==> src/rtl/dma_hold_pkg.sv <==
`timescale 1ns/1ps
package dma_hold_pkg;
   localparam int unsigned SEL_W = 2;
   localparam logic [SEL_W-1:0] SEL_CTRL  = 2'd0;
   localparam logic [SEL_W-1:0] SEL_BASE  = 2'd1;
   localparam logic [SEL_W-1:0] SEL_COUNT = 2'd2;

   localparam int unsigned CB_M2D   = 0;
   localparam int unsigned CB_STEAL = 1;
   localparam int unsigned CB_GO    = 2;
   localparam int unsigned CB_ACK   = 3;

   typedef enum logic [2:0] {
      ST_IDLE,
      ST_ARMED,
      ST_REQ,
      ST_FIRST,
      ST_BOTH
   } seq_state_t;

   typedef struct packed {
      logic m2d;
      logic steal;
   } xfer_mode_t;
endpackage

==> src/rtl/dma_hold_regs.sv <==
`timescale 1ns/1ps
module dma_hold_regs
   import dma_hold_pkg::*;
#(
   parameter int unsigned DATA_W = 16,
   parameter int unsigned ADDR_W = 16,
   parameter int unsigned CNT_W  = 16
) (
   input  logic              clk,
   input  logic              rst_n,
   input  logic              wr_en,
   input  logic [SEL_W-1:0]  wr_sel,
   input  logic [DATA_W-1:0] wr_data,
   input  logic              busy,
   input  logic              done_evt,
   output logic [ADDR_W-1:0] base_addr,
   output logic [CNT_W-1:0]  word_cnt,
   output xfer_mode_t        mode,
   output logic              arm,
   output logic              irq,
   output logic              tc_flag
);
   logic wr_ok;
   logic ctrl_wr;
   logic ack_req;

   assign wr_ok   = wr_en && !busy;
   assign ctrl_wr = wr_ok && (wr_sel == SEL_CTRL);
   assign ack_req = ctrl_wr && wr_data[CB_ACK];
   assign arm     = ctrl_wr && wr_data[CB_GO] && (word_cnt != '0);

   always_ff @(posedge clk or negedge rst_n) begin
      if (!rst_n) begin
         base_addr <= '0;
         word_cnt  <= '0;
         mode      <= '0;
      end else if (wr_ok) begin
         case (wr_sel)
            SEL_BASE:  base_addr <= wr_data[ADDR_W-1:0];
            SEL_COUNT: word_cnt  <= wr_data[CNT_W-1:0];
            SEL_CTRL: begin
               mode.m2d   <= wr_data[CB_M2D];
               mode.steal <= wr_data[CB_STEAL];
            end
            default: ;
         endcase
      end
   end

   always_ff @(posedge clk or negedge rst_n) begin
      if (!rst_n) begin
         irq     <= 1'b0;
         tc_flag <= 1'b0;
      end else if (done_evt) begin
         irq     <= 1'b1;
         tc_flag <= 1'b1;
      end else if (ack_req) begin
         irq     <= 1'b0;
         tc_flag <= 1'b0;
      end
   end

   // completion flags persist until software acknowledges them
   a_r9_irq_sticky: assert property (@(posedge clk) disable iff (!rst_n)
      irq && !ack_req |=> irq);

   // a write during a transfer leaves the programmed values untouched
   a_r10_busy_lockout: assert property (@(posedge clk) disable iff (!rst_n)
      busy |=> $stable(base_addr) && $stable(word_cnt) && $stable(mode));
endmodule

==> src/rtl/dma_hold_walk.sv <==
`timescale 1ns/1ps
module dma_hold_walk #(
   parameter int unsigned ADDR_W = 16,
   parameter int unsigned CNT_W  = 16
) (
   input  logic              clk,
   input  logic              rst_n,
   input  logic              load,
   input  logic              step,
   input  logic [ADDR_W-1:0] base_in,
   input  logic [CNT_W-1:0]  cnt_in,
   output logic [ADDR_W-1:0] cur_addr,
   output logic              last_word
);
   localparam logic [CNT_W-1:0]  CNT_ONE  = CNT_W'(1);
   localparam logic [ADDR_W-1:0] ADDR_ONE = ADDR_W'(1);

   logic [CNT_W-1:0] left;

   always_ff @(posedge clk or negedge rst_n) begin
      if (!rst_n) begin
         cur_addr <= '0;
         left     <= '0;
      end else if (load) begin
         cur_addr <= base_in;
         left     <= cnt_in;
      end else if (step) begin
         cur_addr <= cur_addr + ADDR_ONE;
         left     <= left - CNT_ONE;
      end
   end

   assign last_word = (left == CNT_ONE);

   // a word is never issued once the remaining count is exhausted
   a_r6_no_underflow: assert property (@(posedge clk) disable iff (!rst_n)
      step |-> left != '0);

   // each completed word advances the memory address by one
   a_r6_addr_advance: assert property (@(posedge clk) disable iff (!rst_n)
      step && !load |=> cur_addr == $past(cur_addr) + ADDR_ONE);
endmodule

==> src/rtl/dma_hold_seq.sv <==
`timescale 1ns/1ps
module dma_hold_seq
   import dma_hold_pkg::*;
#(
   parameter bit SUPPORT_BLOCK = 1'b1
) (
   input  logic       clk,
   input  logic       rst_n,
   input  logic       arm,
   input  xfer_mode_t mode,
   input  logic       dreq,
   input  logic       hlda,
   input  logic       last_word,
   output logic       hrq,
   output logic       dack,
   output logic       memr,
   output logic       memw,
   output logic       ior,
   output logic       iow,
   output logic       step,
   output logic       load,
   output logic       done_evt,
   output logic       busy
);
   seq_state_t state, nxt;
   logic steal_eff;

   generate
      if (SUPPORT_BLOCK) begin : g_both_modes
         assign steal_eff = mode.steal;
      end else begin : g_steal_only
         assign steal_eff = 1'b1;
      end
   endgenerate

   always_comb begin
      nxt = state;
      case (state)
         ST_IDLE:  if (arm)  nxt = ST_ARMED;
         ST_ARMED: if (dreq) nxt = ST_REQ;
         ST_REQ:   if (hlda) nxt = ST_FIRST;
         ST_FIRST: nxt = ST_BOTH;
         ST_BOTH: begin
            if (last_word)      nxt = ST_IDLE;
            else if (steal_eff) nxt = ST_ARMED;
            else                nxt = ST_FIRST;
         end
         default: nxt = ST_IDLE;
      endcase
   end

   always_ff @(posedge clk or negedge rst_n) begin
      if (!rst_n) state <= ST_IDLE;
      else        state <= nxt;
   end

   assign busy     = (state != ST_IDLE);
   assign load     = (state == ST_IDLE) && arm;
   assign hrq      = (state == ST_REQ) || (state == ST_FIRST) || (state == ST_BOTH);
   assign dack     = (state == ST_FIRST) || (state == ST_BOTH);
   assign step     = (state == ST_BOTH);
   assign done_evt = step && last_word;
   assign memr     = dack && mode.m2d;
   assign iow      = step && mode.m2d;
   assign ior      = dack && !mode.m2d;
   assign memw     = step && !mode.m2d;

   // the peripheral acknowledge only starts after the grant was sampled
   a_r3_grant_first: assert property (@(posedge clk) disable iff (!rst_n)
      $rose(dack) |-> $past(hlda));

   // the second strobe of a word always follows a cycle of the first
   a_r5_order_m2d: assert property (@(posedge clk) disable iff (!rst_n)
      iow |-> memr && $past(memr) && !$past(iow));
   a_r5_order_d2m: assert property (@(posedge clk) disable iff (!rst_n)
      memw |-> ior && $past(ior) && !$past(memw));

   // block mode keeps the bus between words
   a_r7_block_hold: assert property (@(posedge clk) disable iff (!rst_n)
      step && !last_word && !steal_eff |=> hrq && dack);

   // cycle stealing hands the bus back after every word
   a_r8_steal_release: assert property (@(posedge clk) disable iff (!rst_n)
      step && steal_eff |=> !hrq);

   // terminal count returns the bus
   a_r9_release_at_end: assert property (@(posedge clk) disable iff (!rst_n)
      done_evt |=> !hrq && !dack);
endmodule

==> src/rtl/dma_hold_engine.sv <==
`timescale 1ns/1ps
module dma_hold_engine
   import dma_hold_pkg::*;
#(
   parameter int unsigned DATA_W        = 16,
   parameter int unsigned ADDR_W        = 16,
   parameter int unsigned CNT_W         = 16,
   parameter bit          SUPPORT_BLOCK = 1'b1
) (
   input  logic              clk,
   input  logic              rst_n,
   input  logic              wr_en,
   input  logic [1:0]        wr_sel,
   input  logic [DATA_W-1:0] wr_data,
   input  logic              dreq,
   input  logic              hlda,
   output logic              hrq,
   output logic              dack,
   output logic [ADDR_W-1:0] mem_addr,
   output logic              memr,
   output logic              memw,
   output logic              ior,
   output logic              iow,
   output logic              irq,
   output logic              tc_flag
);
   generate
      if (ADDR_W < 1 || ADDR_W > DATA_W) begin : g_bad_addr_w
         $error("ADDR_W must be between 1 and DATA_W");
      end
      if (CNT_W < 1 || CNT_W > DATA_W) begin : g_bad_cnt_w
         $error("CNT_W must be between 1 and DATA_W");
      end
      if (DATA_W < 4) begin : g_bad_data_w
         $error("DATA_W must hold the four control bits");
      end
   endgenerate

   logic [ADDR_W-1:0] base_addr, cur_addr;
   logic [CNT_W-1:0]  word_cnt;
   xfer_mode_t        mode;
   logic arm, busy, done_evt, step, load, last_word;

   dma_hold_regs #(.DATA_W(DATA_W), .ADDR_W(ADDR_W), .CNT_W(CNT_W)) u_regs (
      .clk(clk), .rst_n(rst_n), .wr_en(wr_en), .wr_sel(wr_sel),
      .wr_data(wr_data), .busy(busy), .done_evt(done_evt),
      .base_addr(base_addr), .word_cnt(word_cnt), .mode(mode),
      .arm(arm), .irq(irq), .tc_flag(tc_flag)
   );

   dma_hold_walk #(.ADDR_W(ADDR_W), .CNT_W(CNT_W)) u_walk (
      .clk(clk), .rst_n(rst_n), .load(load), .step(step),
      .base_in(base_addr), .cnt_in(word_cnt),
      .cur_addr(cur_addr), .last_word(last_word)
   );

   dma_hold_seq #(.SUPPORT_BLOCK(SUPPORT_BLOCK)) u_seq (
      .clk(clk), .rst_n(rst_n), .arm(arm), .mode(mode), .dreq(dreq),
      .hlda(hlda), .last_word(last_word), .hrq(hrq), .dack(dack),
      .memr(memr), .memw(memw), .ior(ior), .iow(iow), .step(step),
      .load(load), .done_evt(done_evt), .busy(busy)
   );

   assign mem_addr = dack ? cur_addr : '0;

   // the address bus holds still across the two cycles of a word
   a_r4_addr_steady: assert property (@(posedge clk) disable iff (!rst_n)
      dack && !step |=> dack && $stable(mem_addr));

   // the bus is never driven while the engine has no hold
   a_r1_quiet_without_hold: assert property (@(posedge clk) disable iff (!rst_n)
      !hrq |-> !memr && !memw && !ior && !iow && mem_addr == '0);
endmodule

==> config.mk <==
export PLATFORM = sky130hd
export DESIGN_NAME = dma_hold_engine
export DESIGN_NICKNAME = d
export VERILOG_FILES = /design/src/rtl/dma_hold_pkg.sv /design/src/rtl/dma_hold_regs.sv /design/src/rtl/dma_hold_walk.sv /design/src/rtl/dma_hold_seq.sv /design/src/rtl/dma_hold_engine.sv
export SDC_FILE = /design/constraint.sdc
export NUM_CORES = 1
export LEC_CHECK = 0
export BUFFER_PORTS_ARGS = -buffer_cell sky130_fd_sc_hd__buf_2
export CAP_MARGIN = 20
export CORE_ASPECT_RATIO = 0.75
export CORE_MARGIN = 3
export CORE_UTILIZATION = 40
export CTS_BUF_LIST = sky130_fd_sc_hd__clkbuf_8
export DETAILED_ROUTE_END_ITERATION = 16
export HOLD_SLACK_MARGIN = 0.1
export PLACE_DENSITY = 0.62
export SYNTH_ARGS = -nofsm -noshare
export SYNTH_HDL_FRONTEND = slang
export SYNTH_SLANG_ARGS = --single-unit
==> constraint.sdc <==
create_clock -name clk -period 2.4 [get_ports clk]
set_input_delay 0.24 -clock clk [delete_from_list [all_inputs] [get_ports clk]]
set_output_delay 0.24 -clock clk [all_outputs]
set_load 0.02 [all_outputs]
==> results.toml <==
[yosys]
synth_edf_count = 0
yosys.area.top_type = "dfrtp_1"
ys_ff_latch = 70
async_flop_share_pct = 100
synth.area.top_cells = "dfrtp_1, mux2_2, nand2_1"
yosys-top-cells-count = "dfrtp_1, nand2_1, mux2_2"
synth_area_mm2 = 0.00349
yosysMostFrequentCell = "dfrtp_1"
synth_cell_types = 44
ys_seq_area_share_pct = 50.3
ys.warnings.count = 0
syn_nets = 367
synthesis.instances = 341
synthFlopType = "dfrtp_1"
netlist.area_leader.share_pct = 50.3
syn_area_per_cell_um2 = 10.2

[clock_network]
cts-root-buf = "clkbuf_8"
clockBufferDepth = 2
cts_setup_buffers = 0
clock_latency_ns = 0.34
numCtsBuffers = 9
cts_sinks = 70
cts_tree = "done"
cts.reportedPaths.clkPinSlew_ns = 0.08
h-tree-depth = 3

[drt]
first_pass_iters = 4
drt_first_iter_violations = 210
drt-total-wl_um = 8320
routedWlPerCell_um = 16.4
drcViolationCount = 0
viasPerCell = 5.46
num_vias = 2774
antenna_left = 0

[timing]
layout_min_cycle_time_ns = 2.27
rsz0062_at_grt = "false"
slew_headroom_pct = 53.9
finalSetupViolCount = 0
max_freq_ghz = 0.441
final.period_utilization_pct = 94.5
fin_ws_ns = 0.133
hold_viol_final = 0
skew_ns = 0.0113
whs_ns = 0.146
slew_viol_final = 0
tightestPinTransition_ns = 0.685
fin_tns_setup_ns = 0

[floorplan]
die_w_um = 114
io_pins = 47
core_mm2 = 0.00816
dieArea_mm2 = 0.00988
die_h_um = 86.8
rows = 28
start_util_pct = 42.7

[hold_path]
min_path_type = "in -> reg"

[power_and_ir_drop]
total_power_mw = 4.68
peakVddDrop_mv = 0.390
power.leakage_nw = 1.82
power.density_mw_per_mm2 = 1130

[global_route]
grt_overflow_total = 0
antenna_found_initial = 0
grt_pass1_vias = 2760
grtUsageTotal_pct = 18.1
grt_pass1_wl_um = 14000
grt_max_degree = 29

[finish]
insertedDiodeCount = 0
syn_to_final_growth_pct = 18.7
drive_above_1_share_pct = 28.5
seq_area_mm2 = 0.00175
final_nets = 424
multiInputGateArea_mm2 = 0.00164
fillCellCount = 765

[setup_path]
cp-start-kind = "flop"
critical_path_arrival_ns = 2.49
required_ns = 2.62
critPathKind = "reg -> reg"
worst_setup_path_end_kind = "flop"
path_max_fanout = 10

[placed_design]
globalplace.congestion = 0.907
dpl_worst_slack_ns = 0.143
dp.final_hpwl_um = 6110
io_buffers = 46

[job]
cap_violations = 0

[run_status]
status = "completed"
state kept, by name, summed over array words and instances (netlist names):
name	cells
u_regs.base_addr	16
u_regs.irq	1
u_regs.mode	2
u_regs.word_cnt	16
u_seq.state	3
u_walk.cur_addr	16
u_walk.left	16
per-stage QoR:
stage	util (%)	cells	cell area, um2
after floorplan	-	341	3490
after global placement	47.5	491	3880
after detailed placement	47.5	491	3880
after CTS	50.6	508	4130
after global routing	50.7	508	4140
final	50.7	508	4140
routing by layer:
metal  global-route usage [%]  share of wire [%]  vias to the layer above
met5                        0                  0                        -
met4                     4.53                1.0                        0
met3                     4.75                4.9                        8
met2                     28.3                 46                       61
met1                     25.3                 48                     1354
li1                         -                  -                     1351
repair_timing:
action                                 4_1_cts  5_1_grt
hold buffers                                 1        0
setup endpoints to repair                   19       19
endpoints found under the hold margin       24        0
resized for setup                            1        2
kinds of logic after synthesis:
| family | after synthesis | synth area share, % |
|---|---|---|
| mux | 33 | 10.7 |
| compound gates | 73 | 13.5 |
| buf+inv | 23 | 3.19 |
| xor+xnor | 6 | 1.51 |
| flops | 70 | 50.3 |
| fa+ha+maj | 3 | 1.08 |
| simple gates | 133 | 19.8 |
report_power, final:
part,switching (mW),internal [mW]
Combinational,0.642,0.668
Clock,0.443,0.687
Sequential,0.514,1.72
area by class of cell:
class                           instances  share of cell area, %
Clock buffer                            9                   2.99
Inverter                                7                  0.635
Multi-Input combinational cell        248                   39.6
Sequential cell                        70                   42.3
Timing Repair Buffer                   62                   8.53
Tap cell                              105                   3.18
Clock inverter                          7                   2.75
critical path, stage by stage, from the launching register on:
cell and delay [ns]:
dfrtp_1 0.45, or4b_1 0.58, nor3_2 0.27, a21oi_1 0.28
buf_4 0.26, o21ai_0 0.20, o211ai_1 0.11
path summary, 6_finish.rpt:
check                                from                  to  slack [ns]  cells after the start
max                        u_seq.state[1]  u_walk.cur_addr[3]        0.13                      6
min reg2reg                u_regs.mode[0]      u_seq.state[1]        0.48                      1
max in group asynchronous           rst_n     u_walk.left[15]        1.16                      3
min in group asynchronous           rst_n  u_walk.cur_addr[1]        0.43                      2
max reg2reg                u_seq.state[1]  u_walk.cur_addr[3]        0.13                      6
min                            wr_data[4]  u_regs.word_cnt[4]        0.15                      2
cell usage in the layout, fill, tap and decap left out, types with 2 or more instances in the layout:
cell,synthesis,routed
and3_1,2,2
dfrtp_1,70,70
and2_1,20,19
clkbuf_8,0,9
nand3_1,11,11
buf_2,5,46
a31oi_1,5,5
bufinv_16,0,3
ha_1,3,3
or3_1,3,3
nor4_1,9,9
o211ai_1,13,13
o21ai_0,30,30
inv_1,7,9
a32oi_1,2,2
or2_2,2,2
a21oi_1,8,8
xor2_1,4,4
nand2_1,42,42
or4b_1,2,2
o31a_1,3,3
nor2_1,18,18
nor3_1,5,5
nand4_1,4,4
nand2b_1,3,2
or3b_1,3,3
o311ai_0,2,2
xnor2_1,2,2
buf_4,3,15
nor4b_1,2,2
a221o_1,4,4
mux2_2,33,33
Note: power is estimated with default switching activity, not from simulation.
